<file path="config.mk">
export PLATFORM = sky130hd
export DESIGN_NAME = lf_column_inserter
export DESIGN_NICKNAME = d
export VERILOG_FILES = /design/src/rtl/lfi_pkg.sv /design/src/rtl/lfi_fault_gate.sv /design/src/rtl/lfi_lane_scrub.sv /design/src/rtl/lfi_column_select.sv /design/src/rtl/lf_column_inserter.sv
export SDC_FILE = /design/constraint.sdc
export NUM_CORES = 1
export LEC_CHECK = 0
export ABC_AREA = 1
export BUFFER_PORTS_ARGS = -buffer_cell sky130_fd_sc_hd__buf_4
export CORE_MARGIN = 8
export CORE_UTILIZATION = 35
export CTS_CLUSTER_SIZE = 10
export DETAILED_ROUTE_END_ITERATION = 6
export PLACE_DENSITY = 0.62
export RECOVER_POWER = 50
export SYNTH_ARGS = -nofsm -noshare
export SYNTH_HDL_FRONTEND = slang
export SYNTH_HIERARCHICAL = 1
export SYNTH_SLANG_ARGS = --single-unit
</file>
<file path="constraint.sdc">
create_clock -name clk -period 1.5 [get_ports clk]
set_input_delay 0.075 -clock clk [delete_from_list [all_inputs] [get_ports clk]]
set_output_delay 0.075 -clock clk [all_outputs]
set_load 0.02 [all_outputs]
</file>
<file path="src/rtl/lfi_pkg.sv">
package lfi_pkg;
  localparam int CHAR_W = 8;
  localparam logic [CHAR_W-1:0] K28_4  = 8'h9C;
  localparam logic [CHAR_W-1:0] K30_7  = 8'hFE;
  localparam logic [CHAR_W-1:0] D0_0   = 8'h00;
  localparam logic [CHAR_W-1:0] D1_0   = 8'h01;

  // character of the local-fault ordered set for a given lane
  function automatic logic [CHAR_W-1:0] lf_code(input int lane);
    case (lane)
      0:       lf_code = K28_4;
      3:       lf_code = D1_0;
      default: lf_code = D0_0;
    endcase
  endfunction

  function automatic logic lf_ctl(input int lane);
    lf_ctl = (lane == 0);
  endfunction
endpackage

</file>
<file path="src/rtl/lfi_fault_gate.sv">
module lfi_fault_gate #(
  parameter int LANES = 4
) (
  input  logic [LANES-1:0] los,
  input  logic [LANES-1:0] bsync_lost,
  input  logic             align_lost,
  input  logic             prop_en,
  output logic             fault
);
  logic any_lane;
  always_comb begin
    any_lane = 1'b0;
    for (int i = 0; i < LANES; i++) begin
      any_lane = any_lane | los[i] | bsync_lost[i];
    end
    fault = prop_en & (any_lane | align_lost);
  end
endmodule

</file>
<file path="src/rtl/lfi_lane_scrub.sv">
module lfi_lane_scrub
  import lfi_pkg::*;
#(
  parameter int LANES = 4,
  localparam int DW = LANES * CHAR_W
) (
  input  logic [DW-1:0]    in_data,
  input  logic [LANES-1:0] in_ctl,
  input  logic [LANES-1:0] in_viol,
  output logic [DW-1:0]    out_data,
  output logic [LANES-1:0] out_ctl
);
  for (genvar g = 0; g < LANES; g++) begin : g_lane
    always_comb begin
      if (in_viol[g]) begin
        out_data[g*CHAR_W +: CHAR_W] = K30_7;
        out_ctl[g]                   = 1'b1;
      end else begin
        out_data[g*CHAR_W +: CHAR_W] = in_data[g*CHAR_W +: CHAR_W];
        out_ctl[g]                   = in_ctl[g];
      end
    end
  end
endmodule

</file>
<file path="src/rtl/lfi_column_select.sv">
module lfi_column_select
  import lfi_pkg::*;
#(
  parameter int LANES = 4,
  localparam int DW = LANES * CHAR_W
) (
  input  logic             fault,
  input  logic [DW-1:0]    pass_data,
  input  logic [LANES-1:0] pass_ctl,
  output logic [DW-1:0]    sel_data,
  output logic [LANES-1:0] sel_ctl
);
  logic [DW-1:0]    lf_data;
  logic [LANES-1:0] lf_ctl_v;

  for (genvar g = 0; g < LANES; g++) begin : g_lf
    assign lf_data[g*CHAR_W +: CHAR_W] = lf_code(g);
    assign lf_ctl_v[g]                 = lf_ctl(g);
  end

  always_comb begin
    sel_data = fault ? lf_data  : pass_data;
    sel_ctl  = fault ? lf_ctl_v : pass_ctl;
  end
endmodule

</file>
<file path="src/rtl/lf_column_inserter.sv">
module lf_column_inserter
  import lfi_pkg::*;
#(
  parameter int LANES = 4,
  localparam int DW = LANES * CHAR_W
) (
  input  logic             clk,
  input  logic             rst_n,
  input  logic             in_valid,
  output logic             in_ready,
  input  logic [DW-1:0]    in_data,
  input  logic [LANES-1:0] in_ctl,
  input  logic [LANES-1:0] in_viol,
  input  logic [LANES-1:0] los,
  input  logic [LANES-1:0] bsync_lost,
  input  logic             align_lost,
  input  logic             prop_en,
  output logic             out_valid,
  input  logic             out_ready,
  output logic [DW-1:0]    out_data,
  output logic [LANES-1:0] out_ctl
);
  logic             fault;
  logic [DW-1:0]    scrub_data, next_data;
  logic [LANES-1:0] scrub_ctl, next_ctl;
  logic             take;

  lfi_fault_gate #(.LANES(LANES)) u_gate (
    .los(los), .bsync_lost(bsync_lost), .align_lost(align_lost),
    .prop_en(prop_en), .fault(fault)
  );

  lfi_lane_scrub #(.LANES(LANES)) u_scrub (
    .in_data(in_data), .in_ctl(in_ctl), .in_viol(in_viol),
    .out_data(scrub_data), .out_ctl(scrub_ctl)
  );

  lfi_column_select #(.LANES(LANES)) u_sel (
    .fault(fault), .pass_data(scrub_data), .pass_ctl(scrub_ctl),
    .sel_data(next_data), .sel_ctl(next_ctl)
  );

  assign in_ready = ~out_valid | out_ready;
  assign take     = in_valid & in_ready;

  always_ff @(posedge clk) begin
    if (!rst_n) begin
      out_valid <= 1'b0;
      out_data  <= '0;
      out_ctl   <= '0;
    end else begin
      if (take) begin
        out_valid <= 1'b1;
        out_data  <= next_data;
        out_ctl   <= next_ctl;
      end else if (out_ready) begin
        out_valid <= 1'b0;
      end
    end
  end
endmodule

</file>
# Yosys cells after proc, flatten, opt, wreduce, memory -nomap -nowiden
# Index checks and enable logic that the tools add are counted.
# op_classes
n_reduce_logical	1
multipliers	0
div	0
order_cmp	0
shift	0
bitwise	12
eq_ne	0
add_sub_neg	0
mux	12
# op_table
cell	n
2-to-1 mux 32 bit	1
2-to-1 mux 8 bit	4
OR 1 bit	9
2-to-1 mux 1 bit	6
2-to-1 mux 4 bit	1
AND 1 bit	2
nonzero test 2 bit	1
NOT 1 bit	1
# word_totals
register_bits	37
ram_bits	0
latch_bits	0
mem_bits_ro	0
n_memories	0
out_inout_bits	38
input_bits	54

# Longest topological paths before layout
# logic_depth
word_depth	10
ltp_mapped	10

# By module
# The synthesis kept the hierarchy.
# modules_own_cells
mod	cells_per_inst	area_per_inst_um2	n_inst	seq_area_each_um2
lf_column_inserter	241	1671.6	1	740.7
lfi_column_select	76	307.8	1	0.0
lfi_lane_scrub	76	285.3	1	0.0
lfi_fault_gate	10	38.8	1	0.0

# Least setup slack after synthesis
# Ideal clock, no wire load.
# synth_timing
kind	flip-flop to flip-flop
from	register out_valid
to	register out_data[19]
slack_ns	0.412
t_arrival_ns	0.973
required_time_ns	1.385
stages_incl_launch_ff	6
n_path_buf	2
path_cell_list	dfxtp_1 -> nand2_1 -> buf_6 -> buf_6 -> a21oi_1 -> nor2_1
# synth_via
elab_chain_cells	3
# synth_lines
element	line_no	rtl
from (decl)	lf_column_inserter.sv:18	output logic out_valid,
from (signal assigned)	lf_column_inserter.sv:48	out_valid <= 1'b0;
from (signal assigned)	lf_column_inserter.sv:53	out_valid <= 1'b1;
from (signal assigned)	lf_column_inserter.sv:57	out_valid <= 1'b0;
NOT 1 bit	lf_column_inserter.sv:43	assign in_ready = ~out_valid | out_ready;
OR 1 bit	lf_column_inserter.sv:43	
named net in_ready	lf_column_inserter.sv:10	output logic in_ready,
AND 1 bit	lf_column_inserter.sv:44	assign take = in_valid & in_ready;
to (signal assigned)	lf_column_inserter.sv:54	out_data <= next_data;
to (decl)	lf_column_inserter.sv:20	output logic [DW-1:0] out_data,
# The timed path passes the listed nets, and every way through them passes these cells.
# A chain may end at the register's enable or synchronous reset.

# Worst setup path in the final report
# layout_timing
from	register out_valid
to	output in_ready
# layout_via
elab_chain_cells	2
# layout_lines
element	line_no
NOT 1 bit	lf_column_inserter.sv:43
OR 1 bit	lf_column_inserter.sv:43
to (decl)	lf_column_inserter.sv:10
# No other way between the ends.

==> metrics.cfg <==
[sta]
min_period_ns=1.284
fmax_ghz=0.7787
relSlewSlack_pct=53.96
setup_ws_ns=0.2157
setup_viol=0
holdWs_ns=0.2061
fin_skew_ns=0.002324
tightestPinTransition_ns=0.6889
rsz0062_at_grt=false
hold_viol_final=0
final.setup.tns_ns=0
maxSlewViolCount=0
post-route-period-util_pct=85.62

[setup_path]
worstRegToRegCells=5
critPathMaxStageDelay_ns=0.33
crit_path_cell_trace=nand2_2 > buf_12 > buf_4
end_kind=output port
critPathArrivalTime_ns=1.21
cp_num_cells=3
path_max_fanout=74
path_class=reg2out
required_ns=1.42
cp_slowest_cell=dfxtp_1
path_delay_family=buffers and inverters
crit_path_start_kind=flop
r2r_start=out_valid
worstSetupStartpoint=out_valid
rrSetupSlack_ns=0.44
path_buf_inv=2

[logic_synthesis]
syn_nets=457
synthDistinctLibCells=11
synth-seq-cells=37
synth_area_per_cell_um2=5.716
syn_inst=403
synth-seq-area-share_pct=32.16
syn_area_um2=2303
yosys_warnings=6

[layout]
drive_gt1_share_pct=14.73
area_delta_synth_final_pct=27.70
diodes=0
n_fill_cell=713
fin_nets=535
final_core_util_pct=46.33

[drt]
drc=0
wire_per_inst_um=10.53
routed_via_density=4.227
drtIter0Drc=62
ant_nets=0
vias=2363
drt_wl_total_mm=5.886
firstDrtPassIters=4

[global_route]
grt_pass1_wl_mm=9.777
track_usage_pct=12.21
grt_pass1_vias=2165
grt_overflow_total=0
grt_max_degree=75
grt_antenna_before_repair=0

[power]
vdd_drop_max_uv=544.7
p_leak_nw=1.826
power_density_nw_per_um2=895.8

[floorplan]
io_pins=92
coreArea_um2=6350
die-area_um2=9433
rows=29
die_x_um=97.13
initial_core_util_pct=36.28
dieHeight_um=97.13

[min_path]
hp-class=in2reg
min_from=rst_n
whs_path_depth=3

[clocking]
cts_tree=built
cts_made_buffers=5
cts_buffer_depth=2
htreeDepth=2
clkSinkCount=37
root_buffer=clkbuf_8
insertion_delay_ns=0.28
cts.clk_slew.worst_paths_ns=0.08
post_cts_buffers=0

[placement]
hpwl_mm=4.191
preCtsSetupSlack_ns=-0.4620
io_buffers=91
gp_congestion=0.7179

[job]
max-cap-violations=0

[run_status]
outcome=finished clean

-- tightest hold or removal path, stage by stage --
cell     delay, ns
buf_4         0.23
nand2_1       0.11
nor2_1        0.03
-- through the flow --
stage / cell area [um^2] / cells / total power, mW
2_1_floorplan: 2303 / 403 / 1.553
3_3_place_gp: 2955 / 551 / 1.815
6_report: 2942 / 559 / 2.635
4_1_cts: 3080 / 559 / 2.737
3_5_place_dp: 2955 / 551 / 1.824
5_1_grt: 2942 / 559 / 2.796
-- per-layer routing --
| layer | GRT usage (%) | part of all wire (%) | up-vias |
|---|---|---|---|
| met5 | 0 | 0 | - |
| met4 | 3.669 | 0.78 | 0 |
| met3 | 5.405 | 9.7 | 4 |
| met2 | 19.43 | 43 | 81 |
| met1 | 14.38 | 47 | 974 |
| li1 | - | - | 1304 |
-- repair_timing --
item                       CTS  global route
setup endpoints to repair    6             0
gates resized for setup      1             0
hold buffers                 0             0
-- synth_stat cells, drive strengths merged --
cell    count  area share [%]
buf        23             7.8
dfxtp      37              32
nor2       76              12
nand2      76              12
nand3      37             8.0
a21boi      1            0.33
inv       117              19
a21oi      36             7.8
-- registers in the layout, indices dropped and copies added (netlist names) --
signal,flops
out_ctl,4
out_valid,1
out_data,32
-- worst paths after layout --
path | end
worst max-delay path | in_ready
worst min-delay path | out_data[28]
worst max register to register | out_ctl[1]
worst min register to register | out_data[17]
-- report_power, final --
group	internal [mW]	total [mW]	switching (mW)
logic	0.253	0.632	0.378
registers	1.06	1.10	0.0388
clock network	0.541	0.906	0.365
total	1.85	2.63	0.782
-- cell usage in the layout, fill, tap and decap left out, drive strengths merged --
master,instances
inv,117
dfxtp,37
a21boi,1
nor2,76
bufinv,1
a21oi,36
clkinvlp,1
clkbuf,43
nand3,37
buf,57
nand2,76
-- cells by family (layout without fill, tap and decap cells) --
group                  after synthesis  in the layout  synth area share [%]
and+or+nand+nor                    189            189                 32.81
buffers and inverters              140            219                 26.89
AOI/OAI and AO/OA                   37             37                 8.148
DFF                                 37             37                 32.16
-- area by class of cell --
| type | count | area, um^2 | share of cell area, % |
|---|---|---|---|
| inverters | 117 | 439.2 | 14.93 |
| repair buffers | 94 | 591.8 | 20.12 |
| well taps | 77 | 96.34 | 3.275 |
| flip-flops and latches | 37 | 740.7 | 25.18 |
| multi-input cells | 226 | 953.4 | 32.41 |
| clock buffers | 6 | 82.58 | 2.807 |
| clock inverters | 2 | 37.54 | 1.276 |
(Power assumes the default switching activity.)
